$ cat src/rtl/vdec_pkg.sv
`timescale 1ns/1ps
package vdec_pkg;

  typedef enum logic [1:0] {
    TGT_NONE   = 2'd0,
    TGT_RAM    = 2'd1,
    TGT_REG    = 2'd2,
    TGT_MIRROR = 2'd3
  } tgt_e;

  // Strobes handed from the decode control to the datapath
  typedef struct packed {
    logic ramHit;
    logic mirrorHit;
    logic regHit;
    logic writeOp;
  } strobe_t;

endpackage

$ cat src/rtl/vdec_ctrl.sv
`timescale 1ns/1ps
module vdec_ctrl
  import vdec_pkg::*;
#(
  parameter int ADDR_W    = 32,
  parameter int TAG_W     = 8,
  parameter int OFF_W     = 19,
  parameter int RAM_TOP   = 'h40000,
  parameter int REG_BASE  = 'h5E000,
  parameter int REG_TOP   = 'h60000,
  parameter int MIR_BASE  = 'h78000
) (
  input  logic              reqValid,
  input  logic              reqWrite,
  input  logic [ADDR_W-1:0] reqAddr,
  output strobe_t           stb,
  output tgt_e              tgtSel,
  output logic              ramEn,
  output logic              ramWe,
  output logic              regEn,
  output logic              regWe
);

  localparam logic [OFF_W-1:0] RAM_TOP_O  = OFF_W'(RAM_TOP);
  localparam logic [OFF_W-1:0] REG_BASE_O = OFF_W'(REG_BASE);
  localparam logic [OFF_W-1:0] REG_TOP_O  = OFF_W'(REG_TOP);
  localparam logic [OFF_W-1:0] MIR_BASE_O = OFF_W'(MIR_BASE);

  logic             inRegion;
  logic [OFF_W-1:0] offset;

  assign inRegion = reqValid && (reqAddr[ADDR_W-1 -: TAG_W] == '0);
  assign offset   = reqAddr[OFF_W-1:0];

  always_comb begin
    stb       = '0;
    tgtSel    = TGT_NONE;
    if (inRegion) begin
      stb.writeOp = reqWrite;
      if (offset < RAM_TOP_O) begin
        stb.ramHit = 1'b1;
        tgtSel     = TGT_RAM;
      end else if (offset >= REG_BASE_O && offset < REG_TOP_O) begin
        stb.regHit = 1'b1;
        tgtSel     = TGT_REG;
      end else if (offset >= MIR_BASE_O) begin
        stb.mirrorHit = 1'b1;
        tgtSel        = TGT_MIRROR;
      end
    end
  end

  assign ramEn = stb.ramHit | stb.mirrorHit;
  assign ramWe = ramEn & stb.writeOp;
  assign regEn = stb.regHit;
  assign regWe = regEn & stb.writeOp;

endmodule

$ cat src/rtl/vdec_path.sv
`timescale 1ns/1ps
module vdec_path
  import vdec_pkg::*;
#(
  parameter int OFF_W    = 19,
  parameter int RAM_AW   = 18,
  parameter int REG_AW   = 13,
  parameter int DATA_W   = 32,
  parameter int CHR_LSB  = 13,
  parameter int CHR_BASE = 'h06000
) (
  input  strobe_t           stb,
  input  logic [OFF_W-1:0]  offset,
  input  logic [1:0]        reqSize,
  input  logic [DATA_W-1:0] reqWdata,
  input  logic [DATA_W-1:0] ramRdata,
  input  logic [DATA_W-1:0] regRdata,
  output logic [RAM_AW-1:0] ramAddr,
  output logic [REG_AW-1:0] regAddr,
  output logic [DATA_W/8-1:0] ramByteEn,
  output logic [DATA_W-1:0] ramWdata,
  output logic [DATA_W-1:0] rdata
);

  localparam int LANES  = DATA_W / 8;
  localparam int LANE_W = $clog2(LANES);
  localparam int BANK_SHIFT = CHR_LSB + 2;

  logic [LANE_W-1:0] lane;
  logic [LANE_W-1:0] shiftBytes;
  logic [LANE_W:0]   nBytes;
  logic [DATA_W-1:0] sizeMask;
  logic [LANE_W+2:0] shiftBits;
  logic [RAM_AW-1:0] mirAddr;

  assign lane = offset[LANE_W-1:0];

  // Character mirror: two bank bits move up two places, low bits pass
  assign mirAddr = RAM_AW'(CHR_BASE)
                 | (RAM_AW'(offset[CHR_LSB+1:CHR_LSB]) << BANK_SHIFT)
                 | RAM_AW'(offset[CHR_LSB-1:0]);

  assign ramAddr = stb.mirrorHit ? mirAddr : offset[RAM_AW-1:0];
  assign regAddr = offset[REG_AW-1:0];

  always_comb begin
    case (reqSize)
      2'd0: begin
        shiftBytes = lane;
        nBytes     = (LANE_W+1)'(1);
        sizeMask   = DATA_W'(8'hFF);
      end
      2'd1: begin
        shiftBytes = {lane[LANE_W-1:1], 1'b0};
        nBytes     = (LANE_W+1)'(2);
        sizeMask   = DATA_W'(16'hFFFF);
      end
      default: begin
        shiftBytes = '0;
        nBytes     = (LANE_W+1)'(LANES);
        sizeMask   = '1;
      end
    endcase
  end

  assign shiftBits = {shiftBytes, 3'b000};

  for (genvar g = 0; g < LANES; g++) begin : gLane
    assign ramByteEn[g] = (32'(shiftBytes) <= g) &&
                          (g < 32'(shiftBytes) + 32'(nBytes));
  end

  assign ramWdata = (reqWdata & sizeMask) << shiftBits;

  always_comb begin
    if (stb.ramHit || stb.mirrorHit)
      rdata = (ramRdata >> shiftBits) & sizeMask;
    else if (stb.regHit)
      rdata = regRdata;
    else
      rdata = '0;
  end

endmodule

$ cat src/rtl/vid_bus_decoder.sv
`timescale 1ns/1ps
module vid_bus_decoder
  import vdec_pkg::*;
#(
  parameter int ADDR_W = 32,
  parameter int DATA_W = 32,
  parameter int OFF_W  = 19,
  parameter int RAM_AW = 18,
  parameter int REG_AW = 13
) (
  input  logic              reqValid,
  input  logic              reqWrite,
  input  logic [ADDR_W-1:0] reqAddr,
  input  logic [1:0]        reqSize,
  input  logic [DATA_W-1:0] reqWdata,
  input  logic [DATA_W-1:0] ramRdata,
  input  logic [DATA_W-1:0] regRdata,
  output logic [1:0]        tgtSel,
  output logic              ramEn,
  output logic              ramWe,
  output logic [RAM_AW-1:0] ramAddr,
  output logic [DATA_W/8-1:0] ramByteEn,
  output logic [DATA_W-1:0] ramWdata,
  output logic              regEn,
  output logic              regWe,
  output logic [REG_AW-1:0] regAddr,
  output logic [1:0]        regSize,
  output logic [DATA_W-1:0] regWdata,
  output logic [DATA_W-1:0] rdata
);

  strobe_t stb;
  tgt_e    tgt;

  vdec_ctrl #(.ADDR_W(ADDR_W), .OFF_W(OFF_W)) u_ctrl (
    .reqValid (reqValid),
    .reqWrite (reqWrite),
    .reqAddr  (reqAddr),
    .stb      (stb),
    .tgtSel   (tgt),
    .ramEn    (ramEn),
    .ramWe    (ramWe),
    .regEn    (regEn),
    .regWe    (regWe)
  );

  vdec_path #(.OFF_W(OFF_W), .RAM_AW(RAM_AW), .REG_AW(REG_AW), .DATA_W(DATA_W)) u_path (
    .stb       (stb),
    .offset    (reqAddr[OFF_W-1:0]),
    .reqSize   (reqSize),
    .reqWdata  (reqWdata),
    .ramRdata  (ramRdata),
    .regRdata  (regRdata),
    .ramAddr   (ramAddr),
    .regAddr   (regAddr),
    .ramByteEn (ramByteEn),
    .ramWdata  (ramWdata),
    .rdata     (rdata)
  );

  assign tgtSel   = tgt;
  assign regSize  = reqSize;
  assign regWdata = reqWdata;

endmodule

$ cat config.mk
export PLATFORM = sky130hd
export DESIGN_NAME = vid_bus_decoder
export DESIGN_NICKNAME = d
export VERILOG_FILES = /design/src/rtl/vdec_pkg.sv /design/src/rtl/vdec_ctrl.sv /design/src/rtl/vdec_path.sv /design/src/rtl/vid_bus_decoder.sv
export SDC_FILE = /design/constraint.sdc
export NUM_CORES = 1
export LEC_CHECK = 0
export BUFFER_PORTS_ARGS = -buffer_cell sky130_fd_sc_hd__buf_2
export CAP_MARGIN = 20
export CORE_AREA = 2 2 106 108
export DETAILED_ROUTE_END_ITERATION = 7
export DIE_AREA = 0 0 108 110
export PLACE_DENSITY_LB_ADDON = 0.25
export SLEW_MARGIN = 20
export SYNTH_ARGS = -nofsm -noshare
export SYNTH_HDL_FRONTEND = slang
export SYNTH_SLANG_ARGS = --single-unit
$ cat constraint.sdc
create_clock -name vclk -period 3.18
set_clock_uncertainty 0.05 [all_clocks]
set_input_delay 0.477 -clock vclk [all_inputs]
set_output_delay 0.477 -clock vclk [all_outputs]
set_load 0.1 [all_outputs]
# ---- After elaboration in Yosys (flattened, before gate mapping)
# Index checks and enable logic that the tools add are counted.
dict set report totals {
  reg_bits 0
  inputBits 132
  output_inout_bits 139
  wordCells 45
}
dict set report op_classes {
  addsub 1
  n_lt_le_gt_ge 11
  eq_ne 1
  n_shift 2
  mux 16
  bitwise_logic 6
  n_reduce_logical 8
}
# operator n
set op_table {}
lappend op_table {{bitwise AND 32 bit} 2}
lappend op_table {{less-than comparator 1 x 32 -> 1 bit (first input constant)} 2}
lappend op_table {{less-than comparator 2 x 32 -> 1 bit (first input constant)} 2}
lappend op_table {{two-way mux 32 bit} 2}
lappend op_table {{case mux 32 bit (2 select lines)} 1}
lappend op_table {{>= comparator 19 bit (second input constant)} 2}
lappend op_table {{less-than comparator 19 bit (second input constant)} 2}
lappend op_table {{left shift 32 x 5 -> 32 bit} 1}
lappend op_table {{>> shifter 32 x 5 -> 32 bit} 1}
lappend op_table {{two-way mux 18 bit} 1}
lappend op_table {{OR 17 x 13 -> 17 bit} 1}
lappend op_table {{two-way mux 2 bit} 5}
lappend op_table {{logical NOT 8 bit} 1}
lappend op_table {{case mux 3 bit (2 select lines)} 1}
lappend op_table {{logical AND 1 bit} 5}
lappend op_table {{adder 2 x 3 -> 4 bit} 1}
lappend op_table {{less-or-equal comparator 2 x 1 -> 1 bit (second input constant)} 2}
lappend op_table {{two-way mux 1 bit} 4}
lappend op_table {{two-way mux 4 bit} 1}
lappend op_table {{case mux 2 bit (2 select lines)} 1}
lappend op_table {{bitwise AND 1 bit} 2}
lappend op_table {{equality test 2 x 1 -> 1 bit (second input constant)} 1}
lappend op_table {{less-or-equal comparator 2 bit (second input constant)} 1}
lappend op_table {{logical NOT 2 bit} 1}
lappend op_table {{2 further kinds} 2}

# ---- Logic depth before layout (Yosys ltp)
# Gate-level depths: netlist of run 1.
dict set report logic_depth {
  ltp_word 7
  mapped_depth 12
  depth_no_buf 10
}

# ---- Hierarchy
# A second synthesis of run 1 with hierarchy kept.
dict set report unflattened {
  hier_cells 306
  area_unflattened_um2 2037.0
}
# mod instances cells_per_inst area_each_um2 seq_area_each_um2
set by_module_without_submodules {}
lappend by_module_without_submodules {vdec_path 1 253 1664.1 0.0}
lappend by_module_without_submodules {vid_bus_decoder 1 34 255.2 0.0}
lappend by_module_without_submodules {vdec_ctrl 1 19 117.6 0.0}

# ---- Least setup slack after synthesis of run 1
# No wires, ideal clock.
dict set report synth_path {
  path_kind {input -> output}
  start {input reqAddr[26]}
  end {output tgtSel[0]}
  arrival_ns 5.769
  required_time_ns 2.653
  setup_slack_ns -3.116
  stages 2
  n_path_buf 0
  cell_sequence {or4_4 a2111oi_0}
}
dict set report synth_between {
  elab_chain_len 3
}
# item line_no
set synth_rtl {}
lappend synth_rtl {{from (decl)} vid_bus_decoder.sv:13} ;# input logic [ADDR_W-1:0] reqAddr,
lappend synth_rtl {{logical NOT 8 bit} vdec_ctrl.sv:32} ;# assign inRegion = reqValid && (reqAddr[ADDR_W-1 -: TAG_W] == '0);
lappend synth_rtl {{logical AND 1 bit} vdec_ctrl.sv:32}
lappend synth_rtl {{two-way mux 2 bit} vdec_ctrl.sv:38} ;# if (inRegion) begin
lappend synth_rtl {{to (decl)} vid_bus_decoder.sv:18} ;# output logic [1:0] tgtSel,
# Every way passes these cells.

# ---- Worst setup path after layout of run 1
dict set report layout_path {
  start {input reqAddr[26]}
  end {output rdata[13]}
}
dict set report layout_between {
  elab_chain_len 5
  word_cells_on_any_way 6
  classes_between {mux: 3; reduce/logical: 3}
}
# item line_no
set layout_rtl {}
lappend layout_rtl {{logical NOT 8 bit (*)} vdec_ctrl.sv:32}
lappend layout_rtl {{logical AND 1 bit (*)} vdec_ctrl.sv:32}
lappend layout_rtl {{two-way mux 4 bit (*)} vdec_ctrl.sv:38}
lappend layout_rtl {{two-way mux 32 bit / logical OR 1 bit (equally long branches)} {vdec_path.sv:78, vdec_path.sv:76}}
lappend layout_rtl {{two-way mux 32 bit (*)} vdec_path.sv:76} ;# if (stb.ramHit || stb.mirrorHit)
lappend layout_rtl {{to (decl)} vid_bus_decoder.sv:29} ;# output logic [DATA_W-1:0] rdata
# Every way passes the cells marked *; elsewhere a longest branch is shown, timed or not.

==> flow_results.xml, run 1 <==
<?xml version="1.0" encoding="UTF-8"?>
<metrics>
  <group name="placement">
    <metric name="detailedPlace.worstSlack" unit="ns">0.216</metric>
    <metric name="place.detailed.hpwl" unit="um">7180</metric>
    <metric name="gpl.final_weighted_congestion" unit="">0.897</metric>
    <metric name="place_area" unit="sq um">3680</metric>
    <metric name="place.port_buffers" unit="">233</metric>
  </group>
  <group name="die">
    <metric name="fp-row-count" unit="">38</metric>
    <metric name="start_util" unit="">0.162</metric>
    <metric name="design.die.area" unit="sq um">11900</metric>
    <metric name="fp.dieW" unit="um">108</metric>
    <metric name="design.core.area" unit="sq um">10700</metric>
    <metric name="fp.dieH" unit="um">110</metric>
    <metric name="floorplan.io_pins" unit="">271</metric>
  </group>
  <group name="layout">
    <metric name="seq_cells" unit="">0</metric>
    <metric name="layout.area.seq" unit="sq um">0</metric>
    <metric name="area_growth_syn_to_layout" unit="%">112</metric>
    <metric name="num-nets-final" unit="">517</metric>
    <metric name="final_cell_area" unit="sq um">3680</metric>
    <metric name="final_core_util" unit="">0.344</metric>
    <metric name="drive_above_1_share" unit="">0.758</metric>
    <metric name="num-fill-cells" unit="">1123</metric>
    <metric name="multi_input_comb_area" unit="sq um">1240</metric>
    <metric name="clock_buffer_count" unit="">0</metric>
    <metric name="antennaDiodeCount" unit="">0</metric>
  </group>
  <group name="timing">
    <metric name="maxSlewHeadroom" unit="">0.554</metric>
    <metric name="fin_crit_sh" unit="">0.938</metric>
    <metric name="post-route-min-period" unit="ns">2.98</metric>
    <metric name="final_slew_viol_count" unit="">0</metric>
    <metric name="clock.fmax" unit="MHz">335</metric>
    <metric name="final_setup_fails" unit="">0</metric>
    <metric name="timing.final.hold_violations" unit="">0</metric>
    <metric name="fin_ws" unit="ns">0.198</metric>
    <metric name="timing_worst_slew_pin_value" unit="ns">0.667</metric>
    <metric name="grt_setup_unrepaired" unit="">no</metric>
  </group>
  <group name="logic_synthesis">
    <metric name="mappedNetlistArea" unit="sq um">1730</metric>
    <metric name="avgSynthCellArea" unit="sq um">8.10</metric>
    <metric name="postSynthNetCount" unit="">349</metric>
    <metric name="synthCells" unit="">214</metric>
    <metric name="synth_cell_type_count" unit="">39</metric>
    <metric name="fraction_of_the_yosys_area_taken_by_sequential_cells" unit="">0</metric>
    <metric name="synth.yosys.warnings" unit="">0</metric>
  </group>
  <group name="clock_tree">
    <metric name="total_of_cells_resized_after_clock_tree_synthesis" unit="">0</metric>
    <metric name="cts_setup_buffers" unit="">0</metric>
    <metric name="postCtsHoldBufs" unit="">0</metric>
  </group>
  <group name="drt">
    <metric name="detail_route.wl_per_cell" unit="um">16.4</metric>
    <metric name="ant_nets" unit="">0</metric>
    <metric name="detailedRoute.firstPassIterationCount" unit="">4</metric>
    <metric name="vias_per_cell" unit="">4.42</metric>
    <metric name="drt_iter0_drc" unit="">94</metric>
    <metric name="detail_route.drc_violations" unit="">0</metric>
    <metric name="vias" unit="">2299</metric>
    <metric name="wirelength" unit="um">8520</metric>
  </group>
  <group name="pwr">
    <metric name="sw_frac_of_total" unit="">0.721</metric>
    <metric name="power_leakage" unit="nW">1.76</metric>
    <metric name="p_sw" unit="W">0.000633</metric>
    <metric name="cellPowerDensity" unit="nW/um^2">239</metric>
    <metric name="p_int" unit="W">0.000245</metric>
    <metric name="vdd.ir_drop.worst" unit="V">0.000153</metric>
    <metric name="share_of_total_power_in_the_clock_network" unit="">0</metric>
    <metric name="power_frac_seq" unit="">0</metric>
    <metric name="power.combinational.fraction" unit="">1.000</metric>
  </group>
  <group name="global_routing">
    <metric name="grt_overflow_total" unit="">0</metric>
    <metric name="grt_pass1_vias" unit="">2161</metric>
    <metric name="grt_first_pass_wirelength" unit="um">12100</metric>
    <metric name="grt_antenna_before_repair" unit="">0</metric>
    <metric name="grt_start_max_net_pins" unit="">36</metric>
    <metric name="track_usage" unit="">0.128</metric>
  </group>
  <group name="critical_path">
    <metric name="cp-end-kind" unit="">output port</metric>
    <metric name="cp_data_required_time" unit="ns">2.65</metric>
    <metric name="start_kind" unit="">input pin</metric>
    <metric name="critPathKind" unit="">input pin to output port</metric>
    <metric name="timing.critical_path.fanout_max" unit="">8</metric>
    <metric name="worst-endpoint-arrival" unit="ns">2.46</metric>
  </group>
  <group name="outcome">
    <metric name="outcome" unit="">finished clean</metric>
  </group>
  <group name="flow_run">
    <metric name="max-cap-violations" unit="">0</metric>
  </group>
  <group name="min_path">
    <metric name="hold_path.class" unit="">input pin to output port</metric>
  </group>
</metrics>
-- power by group through the flow --
stage / logic, W / clock network [W] / registers [W]
floorplan: 0.000769 / 0 / 0
global placement: 0.000879 / 0 / 0
detailed placement: 0.000882 / 0 / 0
CTS: 0.000884 / 0 / 0
global route: 0.000910 / 0 / 0
finish: 0.000878 / 0 / 0
-- layout by cell type, fill, tap and decap left out, types with 2 or more instances in the layout --
| cell type | count |
|---|---|
| sky130_fd_sc_hd__a21oi_4 | 2 |
| sky130_fd_sc_hd__a22o_1 | 9 |
| sky130_fd_sc_hd__a22o_2 | 14 |
| sky130_fd_sc_hd__a22oi_1 | 8 |
| sky130_fd_sc_hd__a32o_1 | 9 |
| sky130_fd_sc_hd__and2_2 | 2 |
| sky130_fd_sc_hd__and3_1 | 8 |
| sky130_fd_sc_hd__buf_12 | 66 |
| sky130_fd_sc_hd__buf_2 | 168 |
| sky130_fd_sc_hd__buf_4 | 10 |
| sky130_fd_sc_hd__inv_6 | 2 |
| sky130_fd_sc_hd__mux2i_1 | 8 |
| sky130_fd_sc_hd__mux4_2 | 8 |
| sky130_fd_sc_hd__nand2_1 | 10 |
| sky130_fd_sc_hd__nand2b_1 | 3 |
| sky130_fd_sc_hd__nand3_1 | 2 |
| sky130_fd_sc_hd__nor2_1 | 10 |
| sky130_fd_sc_hd__nor3_4 | 2 |
| sky130_fd_sc_hd__o21a_1 | 2 |
| sky130_fd_sc_hd__o21ai_1 | 8 |
| sky130_fd_sc_hd__o2bb2ai_1 | 8 |
-- layout make-up --
| class | count | area share |
|---|---|---|
| Timing Repair Buffer | 244 | 0.608 |
| Tap cell | 140 | 0.0476 |
| Multi-Input combinational cell | 133 | 0.338 |
| Inverter | 3 | 0.00578 |
-- metrics by stage --
stage / cells / TNS (ns) / hold slack (ns) / power, W
2_1_floorplan: 214 / -6.00 / 1.07 / 0.000769
3_3_place_gp: 520 / 0 / 0.905 / 0.000879
3_5_place_dp: 520 / 0 / 0.905 / 0.000882
4_1_cts: 520 / 0 / 0.905 / 0.000884
5_1_grt: 520 / 0 / 0.904 / 0.000910
6_report: 520 / 0 / 0.904 / 0.000878
-- cells in the mapped netlist (2+ instances only) --
master	count	area share
sky130_fd_sc_hd__buf_4	60	0.26
sky130_fd_sc_hd__a22o_2	14	0.081
sky130_fd_sc_hd__nor2_1	12	0.026
sky130_fd_sc_hd__nand2_1	10	0.022
sky130_fd_sc_hd__a22o_1	9	0.045
sky130_fd_sc_hd__a32o_1	9	0.052
sky130_fd_sc_hd__a22oi_1	8	0.035
sky130_fd_sc_hd__and3_1	8	0.029
sky130_fd_sc_hd__mux2i_1	8	0.046
sky130_fd_sc_hd__mux4_2	8	0.10
sky130_fd_sc_hd__o21ai_0	8	0.023
sky130_fd_sc_hd__o2bb2ai_1	8	0.040
sky130_fd_sc_hd__clkbuf_1	7	0.015
sky130_fd_sc_hd__buf_2	5	0.014
sky130_fd_sc_hd__nand2b_1	4	0.014
sky130_fd_sc_hd__a21oi_1	3	0.0087
sky130_fd_sc_hd__and2_1	3	0.011
sky130_fd_sc_hd__buf_6	2	0.013
sky130_fd_sc_hd__buf_8	2	0.017
sky130_fd_sc_hd__ha_1	2	0.014
sky130_fd_sc_hd__inv_1	2	0.0043
sky130_fd_sc_hd__nand3_1	2	0.0058
sky130_fd_sc_hd__nor2b_1	2	0.0072
sky130_fd_sc_hd__nor3_1	2	0.0058
sky130_fd_sc_hd__o21a_1	2	0.0087
-- worst paths after layout --
check | start | end | slack, ns | depth (start not counted)
worst min-delay path | reqAddr[2] | ramAddr[2] | 0.90 | 0
worst max-delay path | reqAddr[26] | rdata[13] | 0.20 | 6
-- kinds of logic after synthesis --
| group | share of synthesized area |
|---|---|
| and+or+nand+nor | 0.169 |
| adders and majority gates | 0.0260 |
| AOI/OAI and AO/OA | 0.315 |
| buffers and inverters | 0.340 |
| muxes | 0.150 |
-- per-layer routing --
layer  vias to the layer above  GRT usage  part of all wire
li1                       1079          -                 -
met1                      1099      0.164              0.39
met2                       117      0.236              0.53
met3                         4     0.0182             0.075
met4                         0     0.0110            0.0063
met5                         -          0                 0
-- critical path: stages --
cell                        delay (ns)
sky130_fd_sc_hd__buf_2            0.09
sky130_fd_sc_hd__or4_4            0.57
sky130_fd_sc_hd__a2111oi_4        0.34
sky130_fd_sc_hd__nand2_1          0.33
sky130_fd_sc_hd__o2bb2ai_1        0.42
sky130_fd_sc_hd__buf_12           0.22
Power figures use the tool's default switching activity.
==> run 2, diff against run 1 <==
- ABC_AREA: not set -> 1
- CORE_AREA: 2 2 106 108 -> 2 2 104 106
- DIE_AREA: 0 0 108 110 -> 0 0 106 108
==> flow_results.xml, run 2 <==
<?xml version="1.0" encoding="UTF-8"?>
<metrics>
  <group name="outcome">
    <metric name="outcome" unit="">finished clean</metric>
  </group>
  <group name="drt">
    <metric name="vias_per_cell" unit="">4.36</metric>
    <metric name="drt_iter0_drc" unit="">150</metric>
    <metric name="detail_route.wl_per_cell" unit="um">13.6</metric>
    <metric name="vias" unit="">3132</metric>
    <metric name="ant_nets" unit="">0</metric>
    <metric name="wirelength" unit="um">9730</metric>
    <metric name="detailedRoute.firstPassIterationCount" unit="">4</metric>
    <metric name="detail_route.drc_violations" unit="">0</metric>
  </group>
  <group name="global_routing">
    <metric name="grt_start_max_net_pins" unit="">44</metric>
    <metric name="track_usage" unit="">0.155</metric>
    <metric name="grt_first_pass_wirelength" unit="um">14600</metric>
    <metric name="grt_overflow_total" unit="">0</metric>
    <metric name="grt_antenna_before_repair" unit="">0</metric>
    <metric name="grt_pass1_vias" unit="">2859</metric>
  </group>
  <group name="layout">
    <metric name="multi_input_comb_area" unit="sq um">1400</metric>
    <metric name="num-nets-final" unit="">719</metric>
    <metric name="final_cell_area" unit="sq um">3630</metric>
    <metric name="layout.cells.most_common_list" unit="">sky130_fd_sc_hd__buf_2, sky130_fd_sc_hd__nand2_1, sky130_fd_sc_hd__buf_12</metric>
    <metric name="clock_buffer_count" unit="">0</metric>
    <metric name="antennaDiodeCount" unit="">0</metric>
    <metric name="num-fill-cells" unit="">1136</metric>
    <metric name="layout.area.seq" unit="sq um">0</metric>
    <metric name="drive_above_1_share" unit="">0.457</metric>
    <metric name="area_growth_syn_to_layout" unit="%">75.0</metric>
    <metric name="mostFrequentLayoutCell" unit="">sky130_fd_sc_hd__buf_2</metric>
    <metric name="seq_cells" unit="">0</metric>
  </group>
  <group name="critical_path">
    <metric name="crit_path_cell_trace" unit="">buf_2, nor2_8, nand2_4, inv_1, ha_1, fa_1, o21ai_1, inv_1, nor2_1, nor2_4, buf_12</metric>
    <metric name="start_kind" unit="">input pin</metric>
    <metric name="critPathMostFrequentCell" unit="">sky130_fd_sc_hd__inv_1</metric>
    <metric name="timing.critical_path.fanout_max" unit="">11</metric>
    <metric name="timing.critical_path.slowest_stage_cell" unit="">sky130_fd_sc_hd__fa_1</metric>
    <metric name="cp_data_required_time" unit="ns">2.65</metric>
    <metric name="cp-end-kind" unit="">output port</metric>
    <metric name="cp_top_family" unit="">buffers and inverters</metric>
    <metric name="critical_path_buf_inv_count" unit="">4</metric>
    <metric name="worst-endpoint-arrival" unit="ns">2.34</metric>
    <metric name="critPathKind" unit="">input pin to output port</metric>
    <metric name="slowest_stage_delay_cp" unit="ns">0.39</metric>
  </group>
  <group name="placement">
    <metric name="place.detailed.hpwl" unit="um">8280</metric>
    <metric name="gpl.final_weighted_congestion" unit="">0.828</metric>
    <metric name="place.port_buffers" unit="">233</metric>
    <metric name="place_area" unit="sq um">3630</metric>
  </group>
  <group name="pwr">
    <metric name="cellPowerDensity" unit="nW/um^2">247</metric>
    <metric name="post-layout-total-power" unit="W">0.000897</metric>
    <metric name="power_leakage" unit="nW">2.16</metric>
    <metric name="vdd.ir_drop.worst" unit="V">0.000252</metric>
  </group>
  <group name="timing">
    <metric name="grt_setup_unrepaired" unit="">no</metric>
    <metric name="timing_worst_slew_pin_value" unit="ns">0.499</metric>
    <metric name="clock.fmax" unit="MHz">349</metric>
    <metric name="fin_crit_sh" unit="">0.901</metric>
    <metric name="post-route-min-period" unit="ns">2.86</metric>
    <metric name="final_setup_fails" unit="">0</metric>
    <metric name="maxSlewHeadroom" unit="">0.670</metric>
    <metric name="final_slew_viol_count" unit="">0</metric>
    <metric name="whs" unit="ns">0.904</metric>
    <metric name="timing.final.hold_violations" unit="">0</metric>
  </group>
  <group name="logic_synthesis">
    <metric name="synthTopCellsByArea" unit="">sky130_fd_sc_hd__nand2_1, sky130_fd_sc_hd__buf_4, sky130_fd_sc_hd__nand3_1, sky130_fd_sc_hd__nor2_1, sky130_fd_sc_hd__o21ai_0</metric>
    <metric name="synth_top_cell_by_area" unit="">sky130_fd_sc_hd__nand2_1</metric>
    <metric name="most_numerous_cell_types_in_the_synthesized_netlist" unit="">sky130_fd_sc_hd__nand2_1, sky130_fd_sc_hd__buf_4, sky130_fd_sc_hd__nand3_1</metric>
    <metric name="avgSynthCellArea" unit="sq um">4.94</metric>
    <metric name="synth_cell_type_count" unit="">27</metric>
    <metric name="mappedNetlistArea" unit="sq um">2080</metric>
    <metric name="postSynthNetCount" unit="">555</metric>
    <metric name="synth.yosys.warnings" unit="">0</metric>
    <metric name="synthCells" unit="">420</metric>
    <metric name="synth_largest_type_area_fraction" unit="">0.329</metric>
    <metric name="synth.most_common_cell" unit="">sky130_fd_sc_hd__nand2_1</metric>
    <metric name="fraction_of_the_yosys_area_taken_by_sequential_cells" unit="">0</metric>
  </group>
  <group name="min_path">
    <metric name="hold_path.class" unit="">input pin to output port</metric>
  </group>
  <group name="die">
    <metric name="fp.dieH" unit="um">108</metric>
    <metric name="design.core.area" unit="sq um">10200</metric>
    <metric name="fp.dieW" unit="um">106</metric>
    <metric name="floorplan.io_pins" unit="">271</metric>
    <metric name="design.die.area" unit="sq um">11400</metric>
    <metric name="start_util" unit="">0.203</metric>
    <metric name="fp-row-count" unit="">37</metric>
  </group>
  <group name="flow_run">
    <metric name="max-cap-violations" unit="">0</metric>
  </group>
  <group name="clock_tree">
    <metric name="cts_setup_buffers" unit="">0</metric>
    <metric name="total_of_cells_resized_after_clock_tree_synthesis" unit="">0</metric>
    <metric name="postCtsHoldBufs" unit="">0</metric>
  </group>
</metrics>
## run 2: per-layer routing
metal	up-vias	share of wire	global-route usage
met5	-	0	0
met2	127	0.49	0.274
li1	1579	-	-
met1	1413	0.44	0.213
met3	13	0.060	0.0121
met4	0	0.0098	0.0188
## run 2: final timing paths
check / from / to / slack [ns] / depth (start not counted)
worst max-delay path: reqSize[0] / ramByteEn[1] / 0.32 / 11
worst min-delay path: reqAddr[12] / ramAddr[12] / 0.90 / 0
## run 2: area by class of cell
type | instances | share of cell area
inverters | 32 | 0.0331
multi-input cells | 309 | 0.384
well taps | 136 | 0.0468
repair buffers | 241 | 0.536
## run 2: logic make-up (layout without fill, tap and decap cells)
group,Yosys count,count (layout),share of synthesized area
buffers and inverters,111,273,0.336
adders and majority gates,3,3,0.0217
AOI/OAI and AO/OA,38,38,0.0970
and+or+nand+nor,268,268,0.546
## run 2: metrics by stage
| step | cells | setup slack (ns) | utilization | TNS (ns) |
|---|---|---|---|---|
| after CTS | 718 | 0.297 | 0.355 | 0 |
| final | 718 | 0.315 | 0.355 | 0 |
| after floorplan | 420 | -0.465 | - | -4.09 |
| after detailed placement | 718 | 0.299 | 0.355 | 0 |
| after global placement | 718 | 0.343 | 0.355 | 0 |
| after global routing | 718 | 0.184 | 0.355 | 0 |
## run 2: report_power, final
group	switching, W	leakage [nW]	total, W	internal (W)
clock	0	0	0	0
sequential	0	0	0	0
combinational	0.000667	2.16	0.000897	0.000230
total	0.000667	2.16	0.000897	0.000230
==> run 3, diff against run 2 <==
- CORE_AREA: 2 2 104 106 -> 4 4 103 105
- DIE_AREA: 0 0 106 108 -> 0 0 107 109
- PLACE_DENSITY: not set -> 0.66
- PLACE_DENSITY_LB_ADDON: 0.25 -> not set
==> flow_results.xml, run 3 (same netlist as run 2, synthesis figures left out) <==
<?xml version="1.0" encoding="UTF-8"?>
<metrics>
  <group name="timing">
    <metric name="fin_crit_sh" unit="">0.889</metric>
    <metric name="clock.fmax" unit="MHz">354</metric>
    <metric name="maxSlewHeadroom" unit="">0.650</metric>
    <metric name="final_setup_fails" unit="">0</metric>
    <metric name="finalSetupTns" unit="ns">0</metric>
    <metric name="grt_setup_unrepaired" unit="">no</metric>
    <metric name="timing.final.hold_violations" unit="">0</metric>
    <metric name="final_slew_viol_count" unit="">0</metric>
    <metric name="post-route-min-period" unit="ns">2.83</metric>
    <metric name="timing_worst_slew_pin_value" unit="ns">0.525</metric>
  </group>
  <group name="critical_path">
    <metric name="timing.critical_path.slowest_stage_cell" unit="">sky130_fd_sc_hd__fa_1</metric>
    <metric name="critPathMostFrequentCell" unit="">sky130_fd_sc_hd__inv_1</metric>
    <metric name="worstSetupStartpoint" unit="">reqSize[0]</metric>
    <metric name="cp-end-kind" unit="">output port</metric>
    <metric name="critical_path_buf_inv_count" unit="">4</metric>
    <metric name="crit_path_cell_trace" unit="">buf_2, nor2_8, nand2_4, inv_1, ha_1, fa_1, o21ai_1, inv_1, nor2_1, nor2_4, buf_12</metric>
    <metric name="cp_top_family" unit="">buffers and inverters</metric>
    <metric name="slowest_stage_delay_cp" unit="ns">0.39</metric>
    <metric name="timing.critical_path.fanout_max" unit="">11</metric>
    <metric name="cp_data_required_time" unit="ns">2.65</metric>
    <metric name="worst-endpoint-arrival" unit="ns">2.30</metric>
    <metric name="critPathKind" unit="">input pin to output port</metric>
    <metric name="start_kind" unit="">input pin</metric>
  </group>
  <group name="layout">
    <metric name="area_growth_syn_to_layout" unit="%">82.0</metric>
    <metric name="num-fill-cells" unit="">1056</metric>
    <metric name="layout.cells.most_common_list" unit="">sky130_fd_sc_hd__nand2_1, sky130_fd_sc_hd__buf_2, sky130_fd_sc_hd__buf_12</metric>
    <metric name="num-nets-final" unit="">721</metric>
    <metric name="antennaDiodeCount" unit="">0</metric>
    <metric name="seq_cells" unit="">0</metric>
    <metric name="clock_buffer_count" unit="">0</metric>
    <metric name="multi_input_comb_area" unit="sq um">1400</metric>
    <metric name="mostFrequentLayoutCell" unit="">sky130_fd_sc_hd__nand2_1</metric>
    <metric name="drive_above_1_share" unit="">0.459</metric>
    <metric name="layout.area.seq" unit="sq um">0</metric>
  </group>
  <group name="drt">
    <metric name="detail_route.wl_per_cell" unit="um">14.6</metric>
    <metric name="drt_iter0_drc" unit="">123</metric>
    <metric name="detailedRoute.firstPassIterationCount" unit="">4</metric>
    <metric name="detail_route.drc_violations" unit="">0</metric>
    <metric name="wirelength" unit="um">10400</metric>
    <metric name="vias" unit="">3106</metric>
    <metric name="ant_nets" unit="">0</metric>
    <metric name="vias_per_cell" unit="">4.33</metric>
  </group>
  <group name="outcome">
    <metric name="outcome" unit="">finished clean</metric>
  </group>
  <group name="global_routing">
    <metric name="grt_first_pass_wirelength" unit="um">15400</metric>
    <metric name="grt_overflow_total" unit="">0</metric>
    <metric name="grt_antenna_before_repair" unit="">0</metric>
    <metric name="grt_start_max_net_pins" unit="">44</metric>
    <metric name="grt_pass1_vias" unit="">2865</metric>
    <metric name="track_usage" unit="">0.164</metric>
  </group>
  <group name="placement">
    <metric name="place.port_buffers" unit="">233</metric>
    <metric name="gpl.final_weighted_congestion" unit="">0.851</metric>
    <metric name="place.detailed.hpwl" unit="um">8940</metric>
  </group>
  <group name="pwr">
    <metric name="power_leakage" unit="nW">2.21</metric>
    <metric name="vdd.ir_drop.worst" unit="V">0.000234</metric>
    <metric name="post-layout-total-power" unit="W">0.000932</metric>
    <metric name="cellPowerDensity" unit="nW/um^2">247</metric>
  </group>
  <group name="clock_tree">
    <metric name="cts_setup_buffers" unit="">0</metric>
    <metric name="total_of_cells_resized_after_clock_tree_synthesis" unit="">0</metric>
    <metric name="postCtsHoldBufs" unit="">0</metric>
  </group>
  <group name="flow_run">
    <metric name="max-cap-violations" unit="">0</metric>
  </group>
  <group name="die">
    <metric name="design.die.area" unit="sq um">11700</metric>
    <metric name="start_util" unit="">0.215</metric>
    <metric name="fp.dieW" unit="um">107</metric>
    <metric name="floorplan.io_pins" unit="">271</metric>
    <metric name="design.core.area" unit="sq um">9640</metric>
    <metric name="fp.dieH" unit="um">109</metric>
    <metric name="fp-row-count" unit="">36</metric>
  </group>
  <group name="min_path">
    <metric name="timing.hold.worst.start" unit="">reqAddr[2]</metric>
    <metric name="hold_path.class" unit="">input pin to output port</metric>
  </group>
</metrics>
[run 3: path summary, 6_finish.rpt]
check / endpoint / cells after the start
worst max-delay path: ramByteEn[1] / 11
worst min-delay path: ramAddr[2] / 0
[run 3: where the power goes]
part	total [W]	switching [W]	internal [W]
combinational	0.000932	0.000676	0.000256
clock	0	0	0
sequential	0	0	0
total	0.000932	0.000676	0.000256
[run 3: cell type report]
cell class | instances | area share
inverter | 32 | 0.0318
multi-input combinational | 309 | 0.369
tap | 133 | 0.0440
timing repair buffer | 243 | 0.555
[run 3: metal layers]
| metal | up-vias | share of wire | global-route usage | wire length (um) |
|---|---|---|---|---|
| li1 | 1581 | - | - | - |
| met1 | 1365 | 0.42 | 0.227 | 4380 |
| met2 | 147 | 0.49 | 0.286 | 5160 |
| met3 | 13 | 0.072 | 0.0142 | 755 |
| met4 | 0 | 0.014 | 0.0192 | 143 |
| met5 | - | 0 | 0 | 0 |
[run 3: metrics by stage]
| stage | std cells | setup WS, ns | hold WS, ns | util | instance area, sq um |
|---|---|---|---|---|---|
| after detailed placement | 717 | 0.359 | 0.905 | 0.392 | 3780 |
| final | 717 | 0.352 | 0.904 | 0.392 | 3780 |
| after floorplan | 420 | -0.465 | 1.12 | - | 2090 |
| after global placement | 717 | 0.388 | 0.905 | 0.392 | 3780 |
| after global routing | 717 | 0.233 | 0.904 | 0.392 | 3780 |
| after CTS | 717 | 0.361 | 0.905 | 0.392 | 3780 |
